<file path="src/rtl/cascade_countdown_timer.sv">
module cascade_countdown_timer #(
  parameter int ADDR_W = 12,
  parameter int W = 32,
  parameter logic [31:0] ID_WORD = 32'h011107E1
) (
  input  logic              clk,
  input  logic              rst_n,
  input  logic              wr_en,
  input  logic [ADDR_W-1:0] addr,
  input  logic [31:0]       wdata,
  output logic [31:0]       rdata,
  input  logic [2:0]        casc_in,
  output logic              irq,
  output logic              status
);
  localparam int WA = ADDR_W - 2;
  localparam logic [WA-1:0] A_CTRL = 0, A_RLD = 1, A_CNT = 2, A_ENA = 3, A_CCTL = 4,
                            A_SRC0 = 5, A_SRC1 = 6, A_SRC2 = 7, A_CMPA = 8, A_CMPB = 9;
  localparam logic [WA-1:0] A_ID = {WA{1'b1}};

  logic en, act, auto_dis, auto_deact, irq_en, st_inv, req_stop;
  logic [2:0]   st_sel;
  logic [W-1:0] reload, count, cmp_a, cmp_b;
  logic [10:0]  cctl;
  logic [6:0]   src [3];
  logic zero_q, tgl, trig_hit;

  wire [WA-1:0] word = addr[ADDR_W-1:2];
  wire wr_ctrl = wr_en && word == A_CTRL;
  wire wr_cnt  = wr_en && word == A_CNT;
  wire wr_ena  = wr_en && word == A_ENA;

  wire g0 = casc_in[0] ^ cctl[1];
  wire g1 = casc_in[1] ^ cctl[3];
  wire g2 = casc_in[2] ^ cctl[9];
  logic gate;
  always_comb
    case ({cctl[2], cctl[0]})
      2'b00:   gate = 1'b1;
      2'b01:   gate = g0;
      2'b10:   gate = g1;
      default: gate = cctl[4] ? (g0 | g1) : (g0 & g1);
    endcase

  wire trig_mode = (cctl[0] & cctl[6]) | (cctl[2] & cctl[7]);
  wire gate_ok   = trig_mode ? (gate | trig_hit) : gate;
  wire run       = en & act & gate_ok;
  wire stop_now  = req_stop | (cctl[8] & ~cctl[10] & g2);
  wire at_zero   = count == '0;
  wire zero_tick = run & ~stop_now & at_zero;
  wire zero_kill = cctl[8] & cctl[10] & g2;

  always_ff @(posedge clk or negedge rst_n) begin
    if (!rst_n) begin
      {en, act, auto_dis, auto_deact, irq_en, st_inv, req_stop} <= '0;
      st_sel <= '0; reload <= '0; count <= '0; cmp_a <= '0; cmp_b <= '0;
      cctl <= '0; src[0] <= '0; src[1] <= '0; src[2] <= '0;
      zero_q <= 1'b0; tgl <= 1'b0; trig_hit <= 1'b0;
    end else begin
      zero_q <= zero_tick;
      if (zero_tick) tgl <= ~tgl;
      if (run) begin
        if (stop_now) begin
          en <= 1'b0; act <= 1'b0; req_stop <= 1'b0;
        end else if (at_zero) begin
          count <= reload;
          if (auto_dis | zero_kill) begin en <= 1'b0; act <= 1'b0; end
          else if (auto_deact) act <= 1'b0;
        end else count <= count - 1'b1;
      end
      if (!en) trig_hit <= 1'b0;
      else if (act & gate & trig_mode) trig_hit <= 1'b1;
      if (wr_en)
        case (word)
          A_CTRL: begin
            en <= wdata[0]; act <= wdata[0]; auto_dis <= wdata[2]; auto_deact <= wdata[3];
            irq_en <= wdata[4]; st_sel <= wdata[7:5]; st_inv <= wdata[8]; req_stop <= wdata[9];
          end
          A_RLD:  reload <= wdata[W-1:0];
          A_CNT:  count <= wdata[W-1:0];
          A_ENA:  begin en <= wdata[0]; act <= wdata[0]; end
          A_CCTL: cctl <= wdata[10:0];
          A_SRC0: src[0] <= wdata[6:0];
          A_SRC1: src[1] <= wdata[6:0];
          A_SRC2: src[2] <= wdata[6:0];
          A_CMPA: cmp_a <= wdata[W-1:0];
          A_CMPB: cmp_b <= wdata[W-1:0];
          default: ;
        endcase
    end
  end

  always_comb begin
    rdata = '0;
    case (word)
      A_CTRL: rdata[9:0] = {req_stop, st_inv, st_sel, irq_en, auto_deact, auto_dis, act, en};
      A_RLD:  rdata[W-1:0] = reload;
      A_CNT:  rdata[W-1:0] = count;
      A_ENA:  rdata[0] = en;
      A_CCTL: rdata[10:0] = cctl;
      A_SRC0: rdata[6:0] = src[0];
      A_SRC1: rdata[6:0] = src[1];
      A_SRC2: rdata[6:0] = src[2];
      A_CMPA: rdata[W-1:0] = cmp_a;
      A_CMPB: rdata[W-1:0] = cmp_b;
      A_ID:   rdata = ID_WORD;
      default: ;
    endcase
  end

  logic st_raw;
  always_comb
    case (st_sel)
      3'd0: st_raw = zero_q;
      3'd1: st_raw = act;
      3'd2: st_raw = tgl;
      3'd3: st_raw = count >= cmp_a;
      3'd4: st_raw = (count < cmp_a) && (count >= cmp_b);
      3'd5: st_raw = en;
      3'd6: st_raw = count <= cmp_a;
      default: st_raw = 1'b0;
    endcase
  assign status = st_raw ^ st_inv;
  assign irq = zero_q & irq_en;

  a_r2_step: assert property (@(posedge clk) disable iff (!rst_n)
    run && !stop_now && !at_zero && !wr_cnt |=> count == $past(count) - 1'b1);
  a_r3_reload: assert property (@(posedge clk) disable iff (!rst_n)
    zero_tick && !wr_cnt && !(wr_en && word == A_RLD) |=> count == $past(reload));
  a_r4_auto_off: assert property (@(posedge clk) disable iff (!rst_n)
    zero_tick && auto_dis && !wr_ctrl && !wr_ena |=> !en && !act);
  a_r5_stop_hold: assert property (@(posedge clk) disable iff (!rst_n)
    run && stop_now && !wr_ctrl && !wr_ena && !wr_cnt |=> !en && $stable(count));
  a_r6_gated: assert property (@(posedge clk) disable iff (!rst_n)
    en && act && !gate_ok && !wr_cnt |=> $stable(count));
endmodule

</file>
<file path="config.mk">
export PLATFORM = sky130hd
export DESIGN_NAME = cascade_countdown_timer
export DESIGN_NICKNAME = d
export VERILOG_FILES = /design/src/rtl/cascade_countdown_timer.sv
export SDC_FILE = /design/constraint.sdc
export NUM_CORES = 1
export LEC_CHECK = 0
export ABC_CLOCK_PERIOD_IN_PS = 3250
export CAP_MARGIN = 20
export CORE_UTILIZATION = 53
export CTS_CLUSTER_SIZE = 40
export DETAILED_ROUTE_END_ITERATION = 10
export PLACE_DENSITY = 0.77
export SLEW_MARGIN = 20
export SYNTH_ARGS = -nofsm -noshare
export SYNTH_HDL_FRONTEND = slang
export SYNTH_SLANG_ARGS = --single-unit
</file>
<file path="constraint.sdc">
create_clock -name clk -period 3.25 [get_ports clk]
set_input_delay 0.8125 -clock clk [delete_from_list [all_inputs] [get_ports clk]]
set_output_delay 0.8125 -clock clk [all_outputs]
set_load 0.02 [all_outputs]
</file>
**Word-level counts from Yosys, hierarchy flattened**

Index checks and enable logic that the tools add are counted.
Widths: inputs -> output; s select.

- Add/subtract/negate cells: 1
- $mul: 0
- Div/mod/pow operators: 0
- $lt $le $gt $ge: 4
- Equality and inequality tests: 19
- Shifts and indexed selects: 0
- Muxes and demuxes: 33
- Bitwise operators: 26
- Reductions and logical operators: 14

Operators with widths:

| kind | count |
|---|---|
| $mux 32 | 5 |
| $pmux 21 s5 | 1 |
| $ge 32x32->1 | 2 |
| $pmux 6 s10 | 1 |
| $eq 10x3->1 const B | 4 |
| $le 32x32->1 | 1 |
| $logic_not 32->1 | 1 |
| $lt 32x32->1 | 1 |
| $sub 32x1->32 const B | 1 |
| $mux 1 | 21 |
| $pmux 3 s7 | 1 |
| $eq 10x2->1 const B | 2 |
| $eq 10x4->1 const B | 2 |
| $reduce_and 2->1 | 8 |
| $and 1x1->1 | 14 |
| $eq 10x1->1 const B | 1 |
| $eq 10x10->1 const B | 1 |
| $logic_not 10->1 | 1 |
| $pmux 1 s10 | 1 |
| $eq 3x3->1 const B | 3 |
| $pmux 1 s7 | 1 |
| $eq 3x2->1 const B | 2 |
| $pmux 1 s6 | 1 |
| $or 1x1->1 | 5 |
| 11 further kinds | 16 |

- Register bits after elaboration: 173
- Latch bits: 0
- RAM bits: 0
- ROM bits: 0
- Input bits: 50
- Output and inout port bits: 34
- Word-level logic and storage cells: 116
- Memories kept: 0

**Logic depth before layout (Yosys ltp)**

- Word-level depth: 10
- Depth in mapped cells: 10
- Mapped depth without buffers: 10

**Worst setup path before layout**

No wires, ideal clock.

- Path type: input -> output
- Start: input addr[7]
- End: output rdata[0]
- Arrival time: 2.672 ns
- Required time: 2.438 ns
- Slack: -0.234 ns
- Stages: 7
- Path through: or4_1 > nor2_1 > nand2_1 > nor4_1 > clkbuf_1 > a22oi_1 > nand3_1

- Longest elaborated chain between the ends: 3
- Elaborated cells between the ends (all ways): 13

RTL lines:

| element | RTL line | source |
|---|---|---|
| start: declaration | 9 | `input logic [ADDR_W-1:0] addr,` |
| $eq 10x2->1 / $logic_not 10->1 (equally long branches) | 95 | `case (word)` |
| $reduce_or 2->1 (no source line) | - |  |
| $pmux 1 s10 * | 95 |  |
| end: declaration | 11 | `output logic [31:0] rdata,` |

Every way passes the cells marked *; elsewhere a longest branch is shown, timed or not.

**Worst setup path after layout**

- Start: register count[1]
- End: output status

- Longest elaborated chain between the ends: 4
- Elaborated cells between the ends (all ways): 7

RTL lines:

| element | RTL line | source |
|---|---|---|
| start: declaration | 23 | `logic [W-1:0] reload, count, cmp_a, cmp_b;` |
| start signal: assignment | 66 | `count <= reload;` |
| start signal: assignment | 69 | `end else count <= count - 1'b1;` |
| start signal: assignment | 80 | `A_CNT: count <= wdata[W-1:0];` |
| $lt 32x32->1 / $ge 32x32->1 (equally long branches) | 118 | `3'd4: st_raw = (count < cmp_a) && (count >= cmp_b);` |
| $logic_and 1x1->1 | 118 |  |
| $pmux 1 s7 * | 113 | `case (st_sel)` |
| $xor 1x1->1 * | 123 | `assign status = st_raw ^ st_inv;` |
| end: declaration | 14 | `output logic status` |

Marked as above.

==> results.json <==
{
  "outcome": "complete, but fails checks",
  "failed_checks": "negative setup slack",
  "grt_setup_unrepaired": "true",
  "clock-sinks": 173,
  "syn_inst": 1041,
  "crit_path_start_kind": "register",
  "cts_buffers": 17,
  "synth_xor_area_share_pct": 0.508,
  "met3_usage_pct": 6.68,
  "hold_violations": 0,
  "finalSetupViolCount": 34,
  "power_density_nw_per_um2": 338,
  "grt_pass1_vias": 10200,
  "clkTransAtPathRegs_ns": 0.08,
  "gp_congestion": 0.898,
  "rows": 50,
  "end_kind": "primary output",
  "utilization_pct": 77.0,
  "vias": 10200,
  "syn_area_per_cell_um2": 9.93,
  "die_y_um": 142,
  "cp.arrival_ns": 3.30,
  "dp_slack_ns": -1.03,
  "async_flop_share_pct": 100,
  "grt_max_degree": 62,
  "grt_remaining_overflow": 0,
  "wl_per_cell_um": 22.7,
  "slew_violations": 0,
  "synth.distinct_cells": 64,
  "worstSkewPairLatency_ns": 0.45,
  "irDropWorstVdd_uv": 378,
  "min_period_ns": 4.11,
  "post_synth_and_or_nand_nor_area_fraction_pct": 12.0,
  "cts_tree": "built",
  "clock-root-buffer": "clkbuf_16",
  "vias_per_cell": 6.45,
  "post-dp-hpwl_mm": 23.3,
  "gr-usage-met1_pct": 44.1,
  "worstMarginPinSlew_ns": 0.746,
  "relSlewSlack_pct": 49.8,
  "synthFlopType": "dfrtp_1",
  "pin_count": 84,
  "crit_fanout": 5,
  "seq_area_frac_synth_pct": 41.9,
  "grtUsageMet2_pct": 60.1,
  "cts_hold_buf": 0,
  "syn_area_um2": 10300,
  "hold_path_class": "in2async",
  "start_util_pct": 54.7,
  "die-area_um2": 20100,
  "fill_cells": 1158,
  "synth_compound_area_share_pct": 18.0,
  "drt-total-wl_mm": 36.1,
  "max_freq_mhz": 243,
  "ant_nets": 0,
  "grt_antenna_before_repair": 1,
  "clockBufferDepth": 2,
  "layout_common_cells": "buf_4 (175), dfrtp_1 (172), mux2_2 (132)",
  "fin_nets": 1430,
  "yosysTopAreaCell": "dfrtp_1",
  "synth_mux_area_share_pct": 14.9,
  "first_pass_iters": 8,
  "cts_max_level": 4,
  "criticalPathCategory": "reg2out",
  "grt_util_all_layers_pct": 35.6,
  "io_buffers": 81,
  "power_w": 0.00492,
  "setup_slack_ns": -0.865,
  "required_ns": 2.44,
  "yosys-top-cells-area": "dfrtp_1 (42%), mux2_2 (14%), ha_1 (8.0%)",
  "fin_worst_skew_ns": 0.0160,
  "die_w_um": 142,
  "syn_nets": 1157,
  "synthAdderAreaFrac_pct": 7.99,
  "p_leak_nw": 7.06,
  "fin_crit_sh_pct": 127,
  "grt_most_used_layer": "met2",
  "core_area_um2": 18900,
  "drt-initial-drc-count": 1171,
  "synth_top_cell_area_share_pct": 41.9,
  "drv_cap": 0,
  "ys_ff_latch": 173,
  "drc_errors": 0,
  "yosys_warnings": 0,
  "tns_ns": -7.69,
  "grt_pass1_wl_mm": 54.6,
  "synth_edf_count": 0,
  "final_common_cell": "buf_4",
  "drive_above_1_share_pct": 38.4,
  "synth_top_family_by_area": "compound AO/OA/AOI/OAI gates",
  "syn_to_final_growth_pct": 40.8
}
## per-layer routing
layer | share of wire (%) | vias up
met5 | 0 | -
met1 | 38 | 4979
met3 | 9.2 | 195
met4 | 5.3 | 0
li1 | - | 4395
met2 | 48 | 668
## cells in the mapped netlist, drive strengths merged, types with 11 or more instances
cell type  number
clkbuf         34
nor3           18
dfrtp         173
a21o           15
buf            17
mux2          133
nand4          18
ha             66
a22o           12
a21oi          73
a221oi         11
a22oi          54
o21ai          56
nand3          22
inv            71
nand2          97
nor2           49
## critical path: stages (launching register included)
cell,delay [ns]
dfrtp_1,0.39
buf_4,0.17
ha_1,0.33
o21ai_0,0.28
a21oi_1,0.09
nor3_1,0.27
o21ai_0,0.21
a21o_1,0.21
a211oi_1,0.21
buf_4,0.18
o211ai_1,0.18
xor2_2,0.20
buf_6,0.15
## report_power, final
group | total (W) | switching [W] | internal (W) | leakage (nW)
sequential | 0.00222 | 0.0000308 | 0.00218 | 2.40
combinational | 0.000628 | 0.000346 | 0.000282 | 4.37
clock | 0.00208 | 0.00104 | 0.00104 | 0.288
total | 0.00492 | 0.00142 | 0.00350 | 7.06
## cells by family after synthesis
group	count (synthesis)
DFF	173
muxes	136
adders and majority gates	66
buffers and inverters	122
xor gates and xnor gates	6
and+or+nand+nor	256
AOI/OAI and AO/OA	282
## cell type report
| cell class | instances | area, µm² | area share (%) |
|---|---|---|---|
| multi-input cells | 746 | 6010 | 41.3 |
| flip-flops and latches | 173 | 4330 | 29.8 |
| diodes | 1 | 2.50 | 0.0172 |
| clock inverters | 15 | 170 | 1.17 |
| repair buffers | 305 | 3020 | 20.8 |
| inverters | 71 | 267 | 1.83 |
| clock buffers | 17 | 425 | 2.92 |
| well taps | 260 | 325 | 2.24 |
## stage by stage
stage / cells / area (µm²) / hold WS (ns)
6_report: 1588 / 14600 / 0.365
5_1_grt: 1588 / 14600 / 0.388
4_1_cts: 1575 / 14200 / 0.372
3_5_place_dp: 1514 / 13000 / 0.463
3_3_place_gp: 1514 / 13000 / 0.458
2_1_floorplan: 1041 / 10400 / 0.441
## path summary, 6_finish.rpt
path	from	to	slack [ns]	cells past startpoint
setup / recovery	count[1]$_DFF_PN0_	status	-0.86	12
hold / removal	rst_n	count[6]$_DFF_PN0_	0.37	1
setup reg to reg	count[23]$_DFF_PN0_	count[16]$_DFF_PN0_	0	11
hold reg to reg	src[0]$_DFFE_PN0P_	src[0]$_DFFE_PN0P_	0.51	1
max in group asynchronous	rst_n	count[2]$_DFF_PN0_	2.03	2
min in group clk	src[0]$_DFFE_PN0P_	src[0]$_DFFE_PN0P_	0.51	1
## state kept, by name, indices dropped and copies added, names as in the netlist
name / cells
act: 1
auto_deact: 1
auto_dis: 1
cctl: 11
cmp_a: 32
cmp_b: 32
count: 32
en: 1
irq_en: 1
reload: 32
req_stop: 1
src: 21
st_inv: 1
st_sel: 3
tgl: 1
trig_hit: 1
zero_q: 1
## repair_timing
action	in CTS	in global routing
gates resized for setup	286	35
pin swaps	36	36
setup buffers	29	9
gates cloned	2	3
endpoints found under the setup margin	48	47
(Power assumes the default switching activity.)
